File: config.mk
export PLATFORM = sky130hd
export DESIGN_NAME = xfer_addr_seq
export DESIGN_NICKNAME = d
export VERILOG_FILES = /design/src/rtl/xseq_pkg.sv /design/src/rtl/xseq_addr_ctr.sv /design/src/rtl/xseq_cnt_ctr.sv /design/src/rtl/xseq_phys_map.sv /design/src/rtl/xfer_addr_seq.sv
export SDC_FILE = /design/constraint.sdc
export NUM_CORES = 1
export LEC_CHECK = 0
export ABC_AREA = 1
export CELL_PAD_IN_SITES_DETAIL_PLACEMENT = 0
export CELL_PAD_IN_SITES_GLOBAL_PLACEMENT = 1
export CORE_MARGIN = 1
export CORE_UTILIZATION = 34
export CTS_BUF_LIST = sky130_fd_sc_hd__clkbuf_2
export CTS_CLUSTER_DIAMETER = 120
export DETAILED_ROUTE_END_ITERATION = 10
export PLACE_DENSITY = 0.85
export SKIP_CTS_REPAIR_TIMING = 1
export SLEW_MARGIN = 15
export SYNTH_ARGS = -nofsm -noshare
export SYNTH_HDL_FRONTEND = slang
export SYNTH_HIERARCHICAL = 1
export SYNTH_SLANG_ARGS = --single-unit
File: constraint.sdc
create_clock -name clk -period 2.1 [get_ports clk]
set_input_delay 0.42 -clock clk [delete_from_list [all_inputs] [get_ports clk]]
set_output_delay 0.42 -clock clk [all_outputs]
set_load 0.05 [all_outputs]
File: src/rtl/xseq_pkg.sv
package xseq_pkg;
  // Operation applied to a base/current counter pair this cycle.
  typedef enum logic [1:0] {
    OP_HOLD   = 2'd0,
    OP_STEP   = 2'd1,
    OP_RELOAD = 2'd2,
    OP_LOAD   = 2'd3
  } ctr_op_e;
endpackage

File: src/rtl/xseq_addr_ctr.sv
module xseq_addr_ctr
  import xseq_pkg::*;
#(
  parameter int AW = 16
) (
  input  logic          clk,
  input  logic          rst_n,
  input  ctr_op_e       op,
  input  logic          dec,
  input  logic [AW-1:0] load_val,
  output logic [AW-1:0] cur
);
  logic [AW-1:0] base_q, base_d, cur_q, cur_d;
  logic          base_en, cur_en;

  always_comb begin
    base_en = (op == OP_LOAD);
    base_d  = load_val;
    cur_en  = (op != OP_HOLD);
    unique case (op)
      OP_LOAD:   cur_d = load_val;
      OP_RELOAD: cur_d = base_q;
      OP_STEP:   cur_d = dec ? cur_q - 1'b1 : cur_q + 1'b1;
      default:   cur_d = cur_q;
    endcase
  end

  always_ff @(posedge clk or negedge rst_n) begin
    if (!rst_n) begin
      base_q <= '0;
      cur_q  <= '0;
    end else begin
      if (base_en) base_q <= base_d;
      if (cur_en)  cur_q  <= cur_d;
    end
  end

  assign cur = cur_q;

  p_addr_inc_r3: assert property (@(posedge clk) disable iff (!rst_n)
    (op == OP_STEP && !dec) |=> cur_q == $past(cur_q) + 1'b1);
  p_addr_dec_r4: assert property (@(posedge clk) disable iff (!rst_n)
    (op == OP_STEP && dec) |=> cur_q == $past(cur_q) - 1'b1);
  p_addr_hold_r7: assert property (@(posedge clk) disable iff (!rst_n)
    (op == OP_HOLD) |=> $stable(cur_q));
endmodule

File: src/rtl/xseq_cnt_ctr.sv
module xseq_cnt_ctr
  import xseq_pkg::*;
#(
  parameter int CW = 16
) (
  input  logic          clk,
  input  logic          rst_n,
  input  ctr_op_e       op,
  input  logic [CW-1:0] load_val,
  output logic [CW-1:0] cur,
  output logic          at_zero
);
  logic [CW-1:0] base_q, cur_q, cur_d;
  logic          base_en, cur_en;

  always_comb begin
    base_en = (op == OP_LOAD);
    cur_en  = (op != OP_HOLD);
    unique case (op)
      OP_LOAD:   cur_d = load_val;
      OP_RELOAD: cur_d = base_q;
      OP_STEP:   cur_d = cur_q - 1'b1;
      default:   cur_d = cur_q;
    endcase
  end

  always_ff @(posedge clk or negedge rst_n) begin
    if (!rst_n) begin
      base_q <= '0;
      cur_q  <= '0;
    end else begin
      if (base_en) base_q <= load_val;
      if (cur_en)  cur_q  <= cur_d;
    end
  end

  assign cur     = cur_q;
  assign at_zero = (cur_q == '0);

  p_cnt_wrap_r5: assert property (@(posedge clk) disable iff (!rst_n)
    (op == OP_STEP && cur_q == '0) |=> cur_q == '1);
  p_cnt_reload_r6: assert property (@(posedge clk) disable iff (!rst_n)
    (op == OP_RELOAD) |=> cur_q == base_q);
  p_cnt_load_r9: assert property (@(posedge clk) disable iff (!rst_n)
    (op == OP_LOAD) |=> cur_q == $past(load_val));
endmodule

File: src/rtl/xseq_phys_map.sv
module xseq_phys_map #(
  parameter int AW = 16,
  parameter int PW = 8
) (
  input  logic [PW-1:0]    page,
  input  logic [AW-1:0]    addr,
  input  logic             word_mode,
  output logic [PW+AW-1:0] phys
);
  always_comb begin
    if (word_mode) phys = {page[PW-1:1], addr, 1'b0};
    else           phys = {page, addr};
  end
endmodule

File: src/rtl/xfer_addr_seq.sv
module xfer_addr_seq
  import xseq_pkg::*;
#(
  parameter int AW = 16,
  parameter int PW = 8,
  parameter int CW = 16,
  localparam int PHW = PW + AW
) (
  input  logic           clk,
  input  logic           rst_n,
  input  logic           xfer_stb,
  input  logic           cfg_load,
  input  logic [AW-1:0]  cfg_addr,
  input  logic [CW-1:0]  cfg_count,
  input  logic [PW-1:0]  page,
  input  logic           word_mode,
  input  logic           addr_dec,
  input  logic           auto_init,
  input  logic           unmask,
  input  logic           tc_clr,
  output logic [PHW-1:0] mem_addr,
  output logic           tc_pulse,
  output logic           tc_flag,
  output logic           chan_masked,
  output logic [AW-1:0]  cur_addr,
  output logic [CW-1:0]  cur_count
);
  // Reset: asserted asynchronously, released after two clock edges.
  logic [1:0] rst_sync_q;
  logic       rst_int_n;
  always_ff @(posedge clk or negedge rst_n) begin
    if (!rst_n) rst_sync_q <= '0;
    else        rst_sync_q <= {rst_sync_q[0], 1'b1};
  end
  assign rst_int_n = rst_sync_q[1];

  logic    accept, cnt_zero, tc_now;
  ctr_op_e op;
  logic    mask_q, mask_d, flag_q, flag_d;

  always_comb begin
    accept = xfer_stb && !mask_q;
    tc_now = accept && cnt_zero;
    if (cfg_load)              op = OP_LOAD;
    else if (tc_now && auto_init) op = OP_RELOAD;
    else if (accept)           op = OP_STEP;
    else                       op = OP_HOLD;
  end

  xseq_addr_ctr #(.AW(AW)) u_addr (
    .clk(clk), .rst_n(rst_int_n), .op(op), .dec(addr_dec),
    .load_val(cfg_addr), .cur(cur_addr)
  );

  xseq_cnt_ctr #(.CW(CW)) u_cnt (
    .clk(clk), .rst_n(rst_int_n), .op(op),
    .load_val(cfg_count), .cur(cur_count), .at_zero(cnt_zero)
  );

  xseq_phys_map #(.AW(AW), .PW(PW)) u_map (
    .page(page), .addr(cur_addr), .word_mode(word_mode), .phys(mem_addr)
  );

  // Mask and sticky status next state.
  always_comb begin
    mask_d = mask_q;
    if (tc_now && !auto_init) mask_d = 1'b1;
    else if (unmask)          mask_d = 1'b0;
    flag_d = flag_q;
    if (tc_now)      flag_d = 1'b1;
    else if (tc_clr) flag_d = 1'b0;
  end

  always_ff @(posedge clk or negedge rst_int_n) begin
    if (!rst_int_n) begin
      mask_q <= 1'b1;
      flag_q <= 1'b0;
    end else begin
      mask_q <= mask_d;
      flag_q <= flag_d;
    end
  end

  assign tc_pulse    = tc_now;
  assign tc_flag     = flag_q;
  assign chan_masked = mask_q;

  p_mask_on_tc_r7: assert property (@(posedge clk) disable iff (!rst_int_n)
    (tc_pulse && !auto_init) |=> chan_masked);
  p_autoinit_open_r6: assert property (@(posedge clk) disable iff (!rst_int_n)
    (tc_pulse && auto_init && !chan_masked) |=> !chan_masked);
  p_flag_set_r8: assert property (@(posedge clk) disable iff (!rst_int_n)
    tc_pulse |=> tc_flag);
  p_flag_sticky_r8: assert property (@(posedge clk) disable iff (!rst_int_n)
    (tc_flag && !tc_clr) |=> tc_flag);
  p_word_lsb_r2: assert property (@(posedge clk) disable iff (!rst_int_n)
    word_mode |-> (mem_addr[0] == 1'b0));
  p_page_fixed_r3: assert property (@(posedge clk) disable iff (!rst_int_n)
    (!word_mode && $stable(page) && $stable(word_mode))
      |-> mem_addr[PHW-1:AW] == page);
endmodule

# After elaboration in Yosys (flattened, before gate mapping)
# Cells that the tools add are included.
# word_totals
reg_bits	68
inputBits	49
elab_cells	36
# classes
add_sub_neg	3
n_eq_ne	3
mux	11
reduce_logical	12
# op_table
cell	n
$pmux W16 S3	2
$sub A16 B1 Y16 const B	2
$mux W17	1
$add A16 B1 Y16 const B	1
$logic_not A16 Y1	1
$mux W16	1
$reduce_bool A2 Y1	3
$mux W1	5
$eq A2 B2 Y1 const B	2
$logic_and A1 B1 Y1	4
$mux W2	2
$reduce_bool A3 Y1	1
$eq A2 B1 Y1 const B	1
$logic_not A1 Y1	2
$reduce_and A2 Y1	1

# Longest topological paths before layout
# Gate-level depths: netlist (run 1).
# depth
word_depth	9
ltp_mapped	18

# Cells and area by module
# Netlist (run 1), hierarchy kept.
# by_module_without_submodules
module	instances	cells_each	area_per_inst_um2	seq_area_each_um2
xseq_addr_ctr	1	360	2451.1	800.8
xseq_cnt_ctr	1	271	2029.4	800.8
xseq_phys_map	1	61	316.6	0.0
xfer_addr_seq	1	22	178.9	101.3

# Worst setup path after synthesis (run 1)
# OpenSTA, ideal clock, no wires.
# synth_path
path_type	reg2reg
from	register u_cnt.cur_q[0], in the netlist u_cnt/cur[0]
to	register u_addr.cur_q[14], in the netlist u_addr/cur[14]
setup_time_ns	0.118
arrival_time_ns	2.931
required_ns	1.982
setup_slack_ns	-0.949
stages_incl_launch_ff	18
path_buffers	2
cell_sequence	dfrtp_1 clkinv_2 ha_1 nand3_2 nor2_4 nand2_1 nor3_1 inv_1 o21ai_0 nand2_1 inv_1 ha_1 buf_2 inv_1 clkbuf_1 a21oi_1 nand2_1 nand2_1
# synth_between
elab_chain_cells	8
word_cells_on_any_way	12
classes_between	3 x eq/ne; 3 x mux; 6 x reduce/logical
# synth_lines
item	line_no	source
start: declaration	xseq_cnt_ctr.sv:13	logic [CW-1:0] base_q, cur_q, cur_d;
start signal: assignment	xseq_cnt_ctr.sv:33	if (cur_en) cur_q <= cur_d;
$logic_not A16 Y1 *	xseq_cnt_ctr.sv:38	assign at_zero = (cur_q == '0);
named net cnt_zero	xfer_addr_seq.sv:37	logic accept, cnt_zero, tc_now;
$logic_and A1 B1 Y1 *	xfer_addr_seq.sv:43	tc_now = accept && cnt_zero;
$logic_and A1 B1 Y1 *	xfer_addr_seq.sv:45	else if (tc_now && auto_init) op = OP_RELOAD;
$mux W2 *	xfer_addr_seq.sv:45	
$mux W2 *	xfer_addr_seq.sv:44	if (cfg_load) op = OP_LOAD;
named net op[0]	xfer_addr_seq.sv:38	ctr_op_e op;
$eq A2 B2 Y1 or $eq A2 B1 Y1 (tied branches)	xseq_addr_ctr.sv:20	unique case (op)
$reduce_bool A3 Y1 (no line)	n/a	
$reduce_and A2 Y1 (no line)	n/a	
end signal: assignment	xseq_addr_ctr.sv:34	if (cur_en) cur_q <= cur_d;
end: declaration	xseq_addr_ctr.sv:13	logic [AW-1:0] base_q, base_d, cur_q, cur_d;
# The timed path passes the listed nets; every way through them passes the cells marked *.
# A chain may end at the register's enable or synchronous reset.

# Worst setup path in the final report (run 1)
# layout_path
from	register u_cnt.cur_q[0], in the netlist u_cnt/cur[0]
to	output port tc_pulse
# layout_between
elab_chain_cells	2
# layout_lines
item	line_no	source
$logic_not A16 Y1	xseq_cnt_ctr.sv:38	
named net cnt_zero	xfer_addr_seq.sv:37	
$logic_and A1 B1 Y1	xfer_addr_seq.sv:43	
end: declaration	xfer_addr_seq.sv:22	output logic tc_pulse,
# The timed path passes the listed nets, and every way through them passes these cells.

==> out/qor.csv, run 1 <==
metric;value;unit
placer congestion estimate;0.880;
CTS tree;yes;
worst hold margin;365;ps
pwr/cell area;747;nW/um^2
Final Non-Filler Cells;1063;
R2R cell count;15;
ys async rst share;100;%
WP data arrival;2100;ps
Worst Setup SP;u_cnt/cur[0];
Top cell by count, worst path;nand2_2;
largest stage delay on the critical path;460;ps
DRT Wirelength;13300;um
placed cells;1032;
clk sinks;68;
post-synthesis cell type count;43;
Post-synth EDFFs;0;
boundary pin count;108;
RR Startpoint;u_cnt/cur[0];
Horiz. Die Dim;123;um
Post-DRT Antenna Nets;0;
number of global-route vias before repair;4495;
Overflow after GRT;0;
Setup CP Type;register to output pin;
post-DP HPWL;10300;um
Fmax;0.397;GHz
Crit path depth;10;
Synth Flop Type;dfrtp_1;
# port buffers;93;
relative slew slack;46.4;%
ant diodes;0;
vias per cell;4.55;
slack of the worst reg-to-reg path;-400;ps
period utilization;120;%
std cell rows;43;
violated checks;negative setup slack;
max-cap check violation count;0;
slowest library cell on the worst path;dfrtp_2;
Mapped Cells;714;
R2R Path End;u_addr/cur[5];
TritonRoute pass-1 iters;4;
CP top delay family;simple AND/OR/NAND/NOR gates;
synthesized area;4980;um^2
H-tree levels;3;
Min-Delay Path Class;register to async pin;
Clock Path Buffers;2;
Leak;3.86;nW
Reg clk slew, reported paths;190;ps
outcome;finished, violations left;
largest net degree at the start of global routing;36;
share of layout cells above drive strength 1;25.9;%
final setup margin;-419;ps
worst-skew pair later-pin latency;510;ps
Setup crit start kind;register;
DRC Markers;0;
Slew Limit Fails;0;
Post-Place Setup Slack;-398;ps
Tot Pwr;5.38;mW
CTS root buffer;clkbuf_2;
Vias;4838;
Die Span Y;123;um
worst path required time;1680;ps
Period minus WS final;2520;ps
Area Growth Syn to Fin;44.8;%
crit path buf inv count;4;
Total GRT Usage;18.2;%
Slew @ Worst Pin;804;ps
RSZ-0062 raised after global routing;true;
highest net fanout along the worst path;3;
antenna violations before repair;1;
Nets;951;
Starting Density;35.3;%
Seq cells post-synth;68;
Core Footprint;14100;um^2
YS warnings;6;
crit path capture;tc_pulse;
Wirelength per Cell;12.5;um
Starting DRT DRC Count;188;
Setup Viol. Count Final;65;
first-pass GRT wire length;21400;um
Final Hold Viols;0;
Worst setup EP type;output pin;
cells along the critical path;clkinv_4 > ha_4 > nand3_4 > nor2_4 > nand2_2 > nor3_4 > buf_4 > nand2_2 > inv_2 > buf_12;
Worst Skew;24.4;ps
syn nets;787;
Synth Area per Inst;6.97;um^2
sequential cell area fraction in the yosys report;34.2;%
CTS Buf Count;9;
worst vdd ir;0.428;mV
Die Footprint;15100;um^2
## layout make-up
| type | count | area (um^2) |
|---|---|---|
| fillers | 1405 | 6890 |
| multi-input cells | 528 | 2860 |
| repair buffers | 184 | 1980 |
| flip-flops and latches | 68 | 1710 |
| inverters | 87 | 349 |
| well taps | 180 | 225 |
| clock buffers | 12 | 60.1 |
| clock inverters | 4 | 17.5 |
## report_power, final
group          switching, mW  leakage, nW  internal [mW]  total [mW]
Clock                  0.453       0.0608          0.160       0.612
Combinational           1.76         3.01           1.31        3.07
Sequential             0.190        0.796           1.51        1.70
## worst min-delay path by stage
| stage | startpoint | endpoint | slack (ps) | depth (start not counted) |
|---|---|---|---|---|
| 6_report | rst_sync_q[1] | u_cnt/base_q[0] | 370 | 0 |
| 5_1_grt | rst_sync_q[0] | rst_sync_q[1] | 400 | 0 |
| 4_1_cts | rst_n | rst_sync_q[1] | 0.008 | 1 |
| 3_5_place_dp | rst_sync_q[0] | rst_sync_q[1] | 340 | 0 |
| 3_3_place_gp | rst_sync_q[0] | rst_sync_q[1] | 340 | 0 |
| 2_1_floorplan | rst_n | rst_sync_q[0] | 120 | 0 |
## state kept, by name (all words and copies together) (netlist names)
name and flops:
tc_flag 1, u_addr/cur 16, rst_sync_q 2, u_cnt/base_q 16, u_addr/base_q 16, chan_masked 1, u_cnt/cur 16
## placed cells by master (no fill, tap or decap), types with 12 or more instances in the layout
| cell | instances |
|---|---|
| clkbuf_2 | 12 |
| dfrtp_1 | 58 |
| dlymetal6s2s_1 | 30 |
| ha_1 | 16 |
| buf_12 | 25 |
| o21ai_0 | 12 |
| buf_4 | 82 |
| inv_1 | 72 |
| o21ai_1 | 21 |
| mux2_2 | 23 |
| clkdlybuf4s50_1 | 41 |
| nor2_2 | 12 |
| nand2_2 | 17 |
| a21oi_1 | 34 |
| nand2_1 | 244 |
| nand3_1 | 36 |
| nor2_1 | 59 |
## metrics by stage
stage	cell area [um^2]	util, %	TNS, ps
2_1_floorplan	5130	-	-18470
3_3_place_gp	6830	48.5	-15630
3_5_place_dp	6830	48.5	-17770
4_1_cts	6910	49.0	-25670
5_1_grt	7200	51.1	-28180
6_report	7200	51.1	-20000
## cells by family after synthesis
| logic type | count (synthesis) | synth area share (%) |
|---|---|---|
| muxes | 23 | 5.20 |
| buffers and inverters | 118 | 11.3 |
| DFF | 68 | 34.2 |
| and+or+nand+nor | 388 | 32.9 |
| other | 1 | 0.0754 |
| adders and majority gates | 24 | 6.19 |
| xor gates and xnor gates | 3 | 0.528 |
| AOI/OAI and AO/OA | 89 | 9.61 |
## layer usage
layer | track usage (%) | part of all wire (%) | wire (um) | vias up
met5 | 0 | 0.083 | 11 | -
met4 | 6.25 | 1.8 | 246 | 2
met3 | 2.91 | 3.5 | 464 | 20
met2 | 29.9 | 47 | 6200 | 90
met1 | 24.4 | 48 | 6380 | 2154
li1 | - | - | - | 2572
## synth_stat cells (2+ instances only)
cell      number  area (um^2)
nand4_1        3         18.8
buf_4          7         52.6
buf_6          3         33.8
o22ai_1        3         18.8
nand2_2       14         87.6
clkbuf_8       3         41.3
ha_1          23          288
a21oi_1       43          215
inv_1         80          300
buf_2          9         45.0
dfrtp_1       67         1680
mux2_2        23          259
nor3_1         4         20.0
or2_1          2         12.5
nand2_1      248          931
nand3_2        3         30.0
nor2_2        10         62.6
nand3b_1       2         15.0
clkbuf_1       6         22.5
o21ai_0       22          110
xnor2_1        2         17.5
nand3_1       36          180
nor2_1        62          233
o221ai_1       2         17.5
o21ai_1       11         55.1
o211ai_1       6         45.0
inv_2          4         15.0
## worst register-to-register path, cell delays in order (launching register included)
cell	delay, ps
dfrtp_2	460
clkinv_4	60
ha_4	140
nand3_4	80
nor2_4	130
nand2_2	80
nor3_4	210
inv_1	60
o21ai_1	160
nand2_2	130
inv_2	110
ha_4	220
buf_4	160
buf_4	130
o211ai_1	170
nand2_1	60
(Power assumes the default switching activity.)
==> run 2: changes to the inputs <==
--- a/config.mk
+++ b/config.mk
@@ -9,13 +9,13 @@
 export CELL_PAD_IN_SITES_DETAIL_PLACEMENT = 0
 export CELL_PAD_IN_SITES_GLOBAL_PLACEMENT = 1
 export CORE_MARGIN = 1
-export CORE_UTILIZATION = 34
+export CORE_UTILIZATION = 40
 export CTS_BUF_LIST = sky130_fd_sc_hd__clkbuf_2
 export CTS_CLUSTER_DIAMETER = 120
 export DETAILED_ROUTE_END_ITERATION = 10
-export PLACE_DENSITY = 0.85
+export PLACE_DENSITY = 0.94
 export SKIP_CTS_REPAIR_TIMING = 1
-export SLEW_MARGIN = 15
+export SLEW_MARGIN = 20
 export SYNTH_ARGS = -nofsm -noshare
 export SYNTH_HDL_FRONTEND = slang
 export SYNTH_HIERARCHICAL = 1
==> constraint.sdc (replaced) <==
create_clock -name clk -period 2.9 [get_ports clk]
set_input_delay 0.58 -clock clk [delete_from_list [all_inputs] [get_ports clk]]
set_output_delay 0.58 -clock clk [all_outputs]
set_load 0.05 [all_outputs]
==> run 2 against run 1 <==
The run now ends clean. Core utilization increased by 2.5 points. Register-to-register slack improved by 560 ps. Largest cell class unchanged. Sequential power decreased by 26%. Global-route usage increased by 2.5 points. Critical endpoint is now u_addr/cur[14]. Critical path depth increased by 8.
==> out/qor.csv, run 2 (same netlist as run 1, synthesis figures left out) <==
metric;value;unit
Min-Delay Path Class;input port to async pin;
share of total power in the clock network;14.8;%
number of global-route vias before repair;4447;
highest net fanout along the worst path;10;
Final Hold Viols;0;
Starting DRT DRC Count;194;
Wirelength per Cell;13.2;um
Core Footprint;12100;um^2
Slew Limit Fails;0;
outcome;finished, final reports clean;
std cell rows;40;
Post-DRT Antenna Nets;0;
relative slew slack;61.3;%
clk sinks;68;
boundary pin count;108;
ant diodes;0;
antenna violations before repair;0;
WP data arrival;3130;ps
RSZ-0062 raised after global routing;true;
first-pass GRT wire length;21200;um
worst path required time;3290;ps
CP top delay family;simple AND/OR/NAND/NOR gates;
post-DP HPWL;10000;um
Tot Pwr;3.79;mW
P_int;2.05;mW
crit path buf inv count;6;
period utilization;94.5;%
commonest non-fill, non-tap cell in the layout;nand2_1;
CTS Buf Count;9;
TritonRoute pass-1 iters;5;
H-tree levels;3;
Clock Path Buffers;2;
switching portion of total power;45.7;%
placer congestion estimate;0.846;
slowest library cell on the worst path;dfrtp_2;
max-cap check violation count;0;
Worst Skew;35.4;ps
Nets;886;
pwr/cell area;585;nW/um^2
Horiz. Die Dim;114;um
CTS tree;yes;
Die Span Y;114;um
Comb pwr share;52.2;%
Vias;4832;
Worst setup EP type;register;
largest stage delay on the critical path;460;ps
Setup Viol. Count Final;0;
Leak;3.19;nW
Worst Setup SP;u_cnt/cur[0];
vias per cell;4.90;
Setup crit start kind;register;
# port buffers;93;
Die Footprint;12900;um^2
Sw Pwr;1.73;mW
Starting Density;41.3;%
CTS root buffer;clkbuf_2;
sequential power share;33.0;%
DRC Markers;0;
Overflow after GRT;0;
share of layout cells above drive strength 1;17.0;%
Reg clk slew, reported paths;220;ps
Fmax;0.365;GHz
Total Negative Setup Slacks;0;ps
Top cell by count, worst path;nand2_1;
worst vdd ir;0.306;mV
largest net degree at the start of global routing;27;
Slew @ Worst Pin;581;ps
RR Startpoint;u_cnt/cur[0];
Area Growth Syn to Fin;30.0;%
DRT Wirelength;13000;um
worst-skew pair later-pin latency;500;ps
cells along the critical path;clkinv_2 > ha_4 > nand3_2 > nor2_4 > nand2_2 > nor3_4 > buf_4 > inv_1 > o21ai_1 > nand2_2 > inv_2 > ha_4 > clkinvlp_4 > buf_12 > a21oi_1 > nand2_1 > nand2_1 > nand2_1;
commonest cells after routing, fill and taps aside;nand2_1, inv_1, clkdlybuf4s50_1;
Setup CP Type;register to register;
Period minus WS final;2740;ps
Total GRT Usage;20.7;%
-- run 2: cell types whose count changed in the layout (fill, tap and decap cells not counted), sizes merged --
| cell | previous run | this run |
|---|---|---|
| dlymetal6s2s | 30 | 0 |
| inv | 85 | 84 |
| clkinvlp | 0 | 3 |
| bufinv | 0 | 1 |
| clkdlybuf4s50 | 41 | 75 |
| dlygate4sd3 | 1 | 0 |
| clkbuf | 14 | 9 |
| buf | 110 | 44 |
-- run 2: area by class of cell --
type / instances / area (um^2)
inverter: 87 / 339
clock buffer: 9 / 45.0
fill: 1159 / 5590
multi-input combinational: 528 / 2780
sequential: 68 / 1710
clock inverter: 7 / 67.6
tap: 168 / 210
timing repair buffer: 119 / 1320
-- run 2: power groups by stage --
stage / registers, mW / logic [mW] / clock network (mW)
3_5_place_dp: 1.27 / 1.93 / 0
4_1_cts: 1.25 / 1.94 / 0.579
3_3_place_gp: 1.26 / 1.91 / 0
5_1_grt: 1.27 / 2.14 / 0.625
2_1_floorplan: 1.54 / 0.987 / 0
6_report: 1.25 / 1.98 / 0.561
-- run 2: stage by stage --
| stage | instances | utilization, % | setup slack (ps) | cell area, um^2 | hold WS (ps) |
|---|---|---|---|---|---|
| floorplan | 714 | - | 55.7 | 4980 | 284 |
| global route | 986 | 53.6 | -79.0 | 6470 | 109 |
| finish | 986 | 53.6 | 160 | 6470 | 195 |
| detailed placement | 965 | 51.6 | -164 | 6230 | 288 |
| global placement | 965 | 51.6 | 21.7 | 6230 | 280 |
| CTS | 981 | 52.6 | -216 | 6340 | 153 |
-- run 2: final timing paths --
check                      slack, ps             end  cells past startpoint
min                              190   rst_sync_q[1]                      1
min reg2reg                      290    u_cnt/cur[2]                      0
max reg2reg                      160  u_addr/cur[14]                     18
max                              160  u_addr/cur[14]                     18
min in group clk                 380   rst_sync_q[1]                      0
max in group asynchronous       1810     chan_masked                      1
-- run 2: per-layer routing --
| metal | vias to the layer above | GRT usage (%) | part of all wire (%) |
|---|---|---|---|
| met3 | 14 | 3.83 | 5.2 |
| met4 | 0 | 4.91 | 1.4 |
| met5 | - | 0 | 0 |
| li1 | 2441 | - | - |
| met1 | 2227 | 25.9 | 43 |
| met2 | 150 | 36.8 | 50 |
-- run 2: worst register-to-register path: cells and delay by family, from the launching register on --
family,cells,cell delay [ps]
adders and majority gates,2,310
buffers and inverters,6,710
AOI/OAI and AO/OA,2,250
DFF,1,460
and+or+nand+nor,8,900
